===== src/rtl/rfr_pkg.sv =====
package rfr_pkg;

  // Line length of cell k: deinterleave cells come first, then reversal cells.
  function automatic int cell_len(input int k, input int half);
    return 1 << (k % half);
  endfunction

  // Valid-cycle distance from the block input to the input of cell k.
  function automatic int cell_off(input int k, input int half);
    int s;
    s = 1;
    for (int i = 0; i < k; i++) s += cell_len(i, half);
    return s;
  endfunction

  // High in the slot whose sample bypasses the line (the P+L member of a pair).
  // b is the lower bit of the pair being handled; rev selects a reversal cell.
  function automatic logic swap_slot(input logic [31:0] pos, input int b, input logic rev);
    int p;
    p = 0;
    for (int i = 0; i < 32; i++) if (pos[i]) p = i;
    if (pos < 4 || p < b + 2) return 1'b0;
    if (rev) return pos[p-1] & pos[b];
    return ~pos[b] & pos[b+1];
  endfunction

endpackage


===== src/rtl/rfr_conj.sv =====
module rfr_conj #(
  parameter int N  = 32,
  parameter int W  = 16,
  parameter int TW = 5
) (
  input  logic              clk,
  input  logic              rst_n,
  input  logic              adv,
  input  logic [TW-1:0]     tag,
  input  logic [W-1:0]      re,
  input  logic [W-1:0]      im,
  output logic [TW+2*W-1:0] q
);
  logic          mirror;
  logic [TW-1:0] ntag;
  logic [W-1:0]  nim;

  always_comb begin
    mirror = (tag > TW'(N / 2));
    ntag   = mirror ? (TW'(0) - tag) : tag;  // N - tag modulo 2^TW
    nim    = mirror ? (W'(0) - im) : im;
  end

  always_ff @(posedge clk) begin
    if (!rst_n)   q <= '0;
    else if (adv) q <= {ntag, re, nim};
  end
endmodule


===== src/rtl/rfr_swap_cell.sv =====
module rfr_swap_cell #(
  parameter int SW = 37,
  parameter int L  = 1
) (
  input  logic          clk,
  input  logic          rst_n,
  input  logic          adv,
  input  logic          bypass,
  input  logic [SW-1:0] d,
  output logic [SW-1:0] q
);
  logic [SW-1:0] line [L];
  logic [SW-1:0] line_out;
  logic [SW-1:0] feed;

  always_comb begin
    line_out = line[L-1];
    feed     = bypass ? line_out : d;  // recirculate the held sample
    q        = bypass ? d : line_out;  // late sample jumps ahead
  end

  always_ff @(posedge clk) begin
    if (!rst_n) begin
      for (int i = 0; i < L; i++) line[i] <= '0;
    end else if (adv) begin
      line[0] <= feed;
      for (int i = 1; i < L; i++) line[i] <= line[i-1];
    end
  end
endmodule


===== src/rtl/rfft_reorder.sv =====
module rfft_reorder #(
  parameter int LOG2N = 5,
  parameter int W     = 16
) (
  input  logic             clk,
  input  logic             rst_n,
  input  logic             in_valid,
  input  logic [LOG2N-1:0] in_tag,
  input  logic [W-1:0]     in_re,
  input  logic [W-1:0]     in_im,
  output logic             out_valid,
  output logic [LOG2N-1:0] out_tag,
  output logic [W-1:0]     out_re,
  output logic [W-1:0]     out_im
);
  localparam int N    = 1 << LOG2N;
  localparam int MW   = LOG2N - 1;
  localparam int TW   = LOG2N;
  localparam int SW   = TW + 2 * W;
  localparam int HALF = LOG2N - 3;
  localparam int NC   = 2 * HALF;
  localparam int LAT  = rfr_pkg::cell_off(NC, HALF);
  localparam int LW   = $clog2(LAT + 1);

  logic [MW-1:0] in_pos;
  logic [LW-1:0] fill;
  logic [NC-1:0] swap_sel;
  logic [SW-1:0] stage [NC+1];

  always_ff @(posedge clk) begin
    if (!rst_n) begin
      in_pos <= '0;
      fill   <= '0;
    end else if (in_valid) begin
      in_pos <= in_pos + MW'(1);
      if (fill != LW'(LAT)) fill <= fill + LW'(1);
    end
  end

  rfr_conj #(.N(N), .W(W), .TW(TW)) u_conj (
    .clk(clk), .rst_n(rst_n), .adv(in_valid),
    .tag(in_tag), .re(in_re), .im(in_im), .q(stage[0])
  );

  for (genvar k = 0; k < NC; k++) begin : g_cell
    localparam int CL  = rfr_pkg::cell_len(k, HALF);
    localparam int OFF = rfr_pkg::cell_off(k, HALF);
    logic [MW-1:0] cpos;
    assign cpos = in_pos - MW'(OFF);
    assign swap_sel[k] = rfr_pkg::swap_slot({{(32-MW){1'b0}}, cpos}, k % HALF, k >= HALF);

    rfr_swap_cell #(.SW(SW), .L(CL)) u_cell (
      .clk(clk), .rst_n(rst_n), .adv(in_valid), .bypass(swap_sel[k]),
      .d(stage[k]), .q(stage[k+1])
    );
  end

  assign out_valid = in_valid && (fill == LW'(LAT));
  assign out_tag   = stage[NC][SW-1 -: TW];
  assign out_re    = stage[NC][2*W-1 -: W];
  assign out_im    = stage[NC][W-1:0];
endmodule


===== config.mk =====
export PLATFORM = sky130hd
export DESIGN_NAME = rfft_reorder
export DESIGN_NICKNAME = d
export VERILOG_FILES = /design/src/rtl/rfr_pkg.sv /design/src/rtl/rfr_conj.sv /design/src/rtl/rfr_swap_cell.sv /design/src/rtl/rfft_reorder.sv
export SDC_FILE = /design/constraint.sdc
export NUM_CORES = 1
export LEC_CHECK = 0
export BUFFER_PORTS_ARGS = -buffer_cell sky130_fd_sc_hd__buf_2
export CAP_MARGIN = 20
export CELL_PAD_IN_SITES_DETAIL_PLACEMENT = 0
export CELL_PAD_IN_SITES_GLOBAL_PLACEMENT = 2
export CORE_MARGIN = 8
export CORE_UTILIZATION = 40
export CTS_BUF_LIST = sky130_fd_sc_hd__clkbuf_16
export CTS_CLUSTER_SIZE = 28
export DETAILED_ROUTE_END_ITERATION = 8
export PLACE_DENSITY_LB_ADDON = 0.1
export SLEW_MARGIN = 20
export SYNTH_ARGS = -nofsm -noshare
export SYNTH_HDL_FRONTEND = slang
export SYNTH_SLANG_ARGS = --single-unit

===== constraint.sdc =====
create_clock -name clk -period 5.45 [get_ports clk]
set_input_delay 0.545 -clock clk [delete_from_list [all_inputs] [get_ports clk]]
set_output_delay 0.545 -clock clk [all_outputs]
set_load 0.005 [all_outputs]

**Yosys cells after proc, flatten, opt, wreduce, memory -nomap -nowiden**

Memory sizes are Yosys's and may differ from the RTL's.
Index checks and enable logic that the tools add are counted.

- Memories: 4
- Bits in writable memories: 222
- Register bits: 44
- Word-level logic and storage cells: 108
- Output and inout port bits: 38

- Muxes and demuxes: 56
- Magnitude comparators: 11
- Add/sub/neg operators: 10
- Equal/unequal tests: 2
- Reductions and logical operators: 8
- Bitwise logic cells: 14

Memories:

| memory | words | bits a word | rd ports | clocked after memory_dff | write ports | line | source |
|---|---|---|---|---|---|---|---|
| g_cell[1].u_cell.line | 2 | 37 | 2 | 0 | 2 | rfr_swap_cell.sv:12 | `logic [SW-1:0] line [L];` |
| g_cell[3].u_cell.line | 2 | 37 | 2 | 0 | 2 | rfr_swap_cell.sv:12 |  |
| g_cell[0].u_cell.line | 1 | 37 | 1 | 0 | 1 | rfr_swap_cell.sv:12 |  |
| g_cell[2].u_cell.line | 1 | 37 | 1 | 0 | 1 | rfr_swap_cell.sv:12 |  |

Operators by type and width:

| kind | count |
|---|---|
| two-way mux 37 bit | 14 |
| two-way mux 32 bit | 8 |
| less-than comparator 32 x 3 -> 1 bit, second input constant | 4 |
| OR reduction 37 bit | 2 |
| less-than comparator 32 x 7 -> 1 bit, second input constant | 2 |
| subtractor 32 x 2 -> 32 bit, second input constant | 2 |
| two-way mux 1 bit | 30 |
| less-than comparator 4 x 3 -> 1 bit, second input constant | 4 |
| two-way mux 16 bit | 1 |
| subtractor 1 x 16 -> 16 bit, first input constant | 1 |
| binary-select mux 1 bit (select 5 bit) | 2 |
| subtractor 4 x 3 -> 4 bit, second input constant | 2 |
| bitwise AND 1 bit | 6 |
| > comparator 5 bit, second input constant | 1 |
| two-way mux 5 bit | 1 |
| subtractor 1 x 5 -> 5 bit, first input constant | 1 |
| adder 4 x 1 -> 4 bit, second input constant | 1 |
| logical OR 1 bit | 4 |
| inverter 1 bit | 4 |
| bitwise OR 1 bit | 4 |
| subtractor 4 x 1 -> 4 bit, second input constant | 1 |
| subtractor 4 x 2 -> 4 bit, second input constant | 1 |
| adder 3 x 1 -> 3 bit, second input constant | 1 |
| == test 3 bit, second input constant | 1 |
| 3 further kinds | 3 |

**Longest topological paths before layout**

- Depth after elaboration: 14
- Depth in mapped cells: 14
- Gate-level depth less buffers: 10

**Cells and area by module**

A second synthesis with hierarchy kept.

- Cell total of the unflattened synthesis: 998
- Area total of the unflattened synthesis: 13,455.4 um^2

Modules (own cells, without submodules):

| module | area each (um^2) | instances | cells an instance | seq. area each (um^2) |
|---|---|---|---|---|
| rfr_swap_cell (g_cell[1].u_cell ...) | 3,609.7 | 2 | 243 | 2,222.1 |
| rfr_swap_cell (g_cell[0].u_cell ...) | 1,910.6 | 2 | 125 | 1,111.1 |
| rfr_conj | 1,793.0 | 1 | 199 | 740.7 |
| rfft_reorder | 621.8 | 1 | 63 | 140.1 |

**Least setup slack after synthesis**

OpenSTA, ideal clock, no wires.

- Kind: input port to flip-flop
- From: input rst_n
- To: memory g_cell[1].u_cell.line[0][0], enable pin
- Stages on the path: 4
- Setup slack: 1.116 ns
- Arrival time: 3.834 ns
- Path buffers: 1
- Cell sequence: clkbuf_1 > inv_2 > nor2_1 > inv_1

RTL lines:

| item | line | source |
|---|---|---|
| start, declared | rfft_reorder.sv:6 | `input logic rst_n,` |
| end, declared | rfr_swap_cell.sv:12 |  |

**Final worst setup path**

- From: register in_pos[0]
- To: output out_tag[4]

RTL lines:

| item | line | source |
|---|---|---|
| start, declared | rfft_reorder.sv:25 | `logic [MW-1:0] in_pos;` |
| start signal, assigned | rfft_reorder.sv:35 | `in_pos <= in_pos + MW'(1);` |
| subtractor 4 x 1 -> 4 bit (*) | rfft_reorder.sv:49 | `assign cpos = in_pos - MW'(OFF);` |
| named net g_cell[0].cpos[0] | rfft_reorder.sv:48 | `logic [MW-1:0] cpos;` |
| less-than comparator 4 x 3 -> 1 bit | rfr_pkg.sv:22 | `if (pos < 4 \|\| p < b + 2) return 1'b0;` |
| logical OR 1 bit | rfr_pkg.sv:22 |  |
| two-way mux 1 bit | rfr_pkg.sv:22 |  |
| two-way mux 1 bit (*) | rfr_pkg.sv:23 | `if (rev) return pos[p-1] & pos[b];` |
| two-way mux 37 bit (*) (4 in series) | rfr_swap_cell.sv:19 | `q = bypass ? d : line_out;` |
| end, declared | rfft_reorder.sv:12 | `output logic [LOG2N-1:0] out_tag,` |

The timed path passes the listed nets; every way through them passes the cells marked *. The select of a mux whose other input is x is not followed.

==> results.yml <==
synthesis:
  ys_ff_latch: 266
  syn_inst: 1558
  synth_edf_count: 222
  ys_seq_area_share_pct: 50.57
  synth_xor_area_share_pct: 1.618
  synth_top_family_by_area: "simple AND/OR/NAND/NOR gates"
  synth_compound_area_share_pct: 18.15
  syn_nets: 1614
  ys_warn_count: 0
  synth-async-reset-ratio_pct: 0
  synthAdderAreaFrac_pct: 1.341
  yosys.area_share.simple_pct: 21.16
  ys.flop_type: "edfxtp_1"
  synth_mux_area_share_pct: 1.409
  yosysUniqueCellTypes: 49
  syn_area_per_cell_um2: 9.578
  synth_area_um2: 14920
timing:
  finalCriticalPeriod_ns: 5.026
  tns_ns: 0
  setup_viol: 0
  period_share_pct: 92.21
  skew_ns: 0.01090
  relSlewSlack_pct: 30.05
  rsz0062_at_grt: "false"
  hold_viol: 0
  max_freq_mhz: 199.0
  worst_pin_slew_ns: 1.046
  maxSlewViolCount: 0
floorplan:
  die_w_um: 209.2
  die-area_um2: 43740
  rows: 70
  core_area_um2: 36700
  dieHeight_um: 209.2
  initial_core_util_pct: 40.66
  pin_count: 78
power:
  powerDensity_nw_per_um2: 327.9
  vdd_drop_max_v: 0.0002183
  power_mw: 5.448
  power_leakage_nw: 6.194
critical_path:
  path_delay_family: "compound AO/OA/AOI/OAI gates"
  crit_type: "reg2out"
  cp_data_arrival_time_ns: 4.48
  critical_path.endpoint_type: "output pin"
  worst-path-max-fanout: 32
  crit_path_cell_trace: "inv_1 -> ha_1 -> xnor2_1 -> o21ai_0 -> ha_1 -> xnor3_1 -> a2bb2oi_4 -> buf_4 -> nor4_1 -> a21oi_1 -> buf_2"
  crit_buf_inv: 3
  start_kind: "flip-flop"
  cp.required_ns: 4.91
  critPathMostFrequentCell: "ha_1"
  cp_slowest_stage_delay_ns: 0.61
  cp_slowest_cell: "dfxtp_1"
layout:
  fillers: 3507
  final_util_pct: 45.27
  multi_input_area_um2: 6641
  seq_area_um2: 7548
  nets: 1588
  area_growth_pct: 11.34
  drive_gt1_share_pct: 11.44
clocking:
  cts_htree_levels: 1
  cts_tree: "yes"
  clockBufferDepth: 3
  clock-sinks: 266
  cts_resized: 0
  postCtsHoldBufs: 0
  cts_buffers: 31
  clockRootBuffer: "clkbuf_16"
  clk_latency_ns: 0.57
  postCtsSetupBuffers: 0
  clk_pin_slew_ns: 0.06
global_route:
  grt_max_degree: 119
  track_usage_pct: 20.01
  antenna_found_initial: 0
  grt_first_pass_wirelength_um: 70640
  grt.overflow.total: 0
  grt_pass1_vias: 11420
routing:
  drt_wl_total_um: 44910
  drt_iter0_markers: 994
  drt_first_pass_iters: 7
  vias_per_cell: 5.967
  vias: 12080
  postRouteAntennaNets: 0
  drc: 0
  wire_per_inst_um: 22.18
worst_hold_path:
  hold_path_class: "in2reg"
flow_run:
  drv_cap: 0
placement:
  port_buffers: 77
  dp_hpwl_um: 26970
  gp_congestion: 0.7751
outcome:
  status: "completed"
## power breakdown
group	internal [mW]	leakage (nW)	switching [mW]
Combinational	0.317	2.86	0.638
Clock	1.18	0.518	0.852
Sequential	2.37	2.82	0.0932
## through the flow
step                      hold slack, ns  instances  instance area [um2]  setup WS [ns]
after global placement            0.4843       1966                15600          1.117
after floorplan                   0.4628       1558                14920          1.116
after global routing              0.2069       2024                16610         0.1418
after CTS                         0.1839       2023                16580         0.3961
after detailed placement          0.4907       1966                15600          1.002
final                             0.2162       2025                16610         0.4245
## cells by family (layout without fill, tap and decap cells)
family                   count (synthesis)  count (layout)
AND/OR/NAND/NOR                        603             603
buffers and inverters                  212             210
adder cells (fa/ha/maj)                 16              16
other                                    0               1
multiplexers                            21              21
AO/OA/AOI/OAI                          414             414
XOR/XNOR                                26              26
flip-flops                             266             266
## path summary, 6_finish.rpt
kind	start	endpoint	slack, ns	cells past startpoint
worst max-delay path	in_pos[0]$_SDFFE_PN0P_	out_tag[4]	0.42	11
worst min-delay path	in_re[1]	u_conj.q[17]$_SDFFE_PN0P_	0.22	3
worst max register to register	in_pos[3]$_SDFFE_PN0P_	g_cell[2].u_cell.line[0][9]$_SDFFCE_PN0P_	1.46	10
worst min register to register	fill[1]$_SDFFE_PN0P_	fill[1]$_SDFFE_PN0P_	0.50	2
## layout by cell type, fill, tap and decap left out, types with 21 or more instances in the layout
| master | Yosys | routed |
|---|---|---|
| buf_2 | 34 | 75 |
| o21ai_0 | 38 | 37 |
| nor2_1 | 155 | 155 |
| edfxtp_1 | 222 | 222 |
| nor4_1 | 38 | 38 |
| nand2_1 | 96 | 94 |
| a211oi_1 | 120 | 120 |
| a21oi_1 | 118 | 118 |
| o31ai_1 | 38 | 38 |
| and2_1 | 41 | 41 |
| clkbuf_16 | 0 | 33 |
| nor3b_1 | 37 | 37 |
| and3_1 | 110 | 110 |
| o22ai_1 | 38 | 38 |
| inv_1 | 47 | 49 |
| dfxtp_1 | 44 | 43 |
| nand4_1 | 74 | 74 |
| buf_4 | 3 | 24 |
| nand3_1 | 38 | 38 |
| mux2i_1 | 21 | 21 |
| o2111ai_1 | 38 | 37 |
## synth_stat cells, types with 3 or more instances
master,count,area [um2]
buf_2,34,170.2
and2_1,41,256.5
dfxtp_1,44,880.8
nand4_1,74,462.9
nor2b_1,4,25.02
ha_1,16,200.2
o31ai_1,38,285.3
and3_1,110,688.2
o2111ai_1,38,332.8
nand2_1,96,360.4
nor3b_1,37,277.8
inv_1,47,176.4
o21ai_0,38,190.2
mux2i_1,21,210.2
xnor2_1,15,131.4
nor2_1,155,581.8
buf_4,3,22.52
o21ai_1,13,65.06
edfxtp_1,222,6666
buf_1,24,90.09
nor4_1,38,237.7
o22ai_1,38,237.7
a21oi_1,118,590.6
clkbuf_1,101,379.1
nand3_1,38,190.2
xor2_1,10,87.58
a211oi_1,120,900.9
## worst register-to-register path, delay by kind of cell, from the launching register on
| kind | cells | cell delay, ns |
|---|---|---|
| buffers and inverters | 3 | 1.02 |
| adder cells (fa/ha/maj) | 2 | 0.64 |
| AO/OA/AOI/OAI | 2 | 0.47 |
| flip-flops | 1 | 0.72 |
| AND/OR/NAND/NOR | 3 | 0.82 |
## sequential cells by signal, summed over array words and instances (netlist names)
| register | count |
|---|---|
| g_cell.u_cell.line | 222 |
| u_conj.q | 37 |
| in_pos | 4 |
| fill | 3 |
## metal layers
metal / wire length, um / vias up / part of all wire (%) / global-route usage (%)
met5: 0 / - / 0 / 0
met3: 2498 / 37 / 5.6 / 2.754
met2: 18910 / 369 / 42 / 28.64
met1: 22920 / 5816 / 51 / 31.45
li1: - / 5862 / - / -
met4: 575 / 0 / 1.3 / 3.913
## cell type report
type                       count  area share [%]
sequential                   266           45.43
multi-input combinational   1080           39.97
clock buffer                  33           4.970
timing repair buffer         104           3.991
tap                          468           3.524
inverter                      49           1.137
clock inverter                24          0.9564
antenna                        1         0.01506
Note: power is estimated with default switching activity, not from simulation.
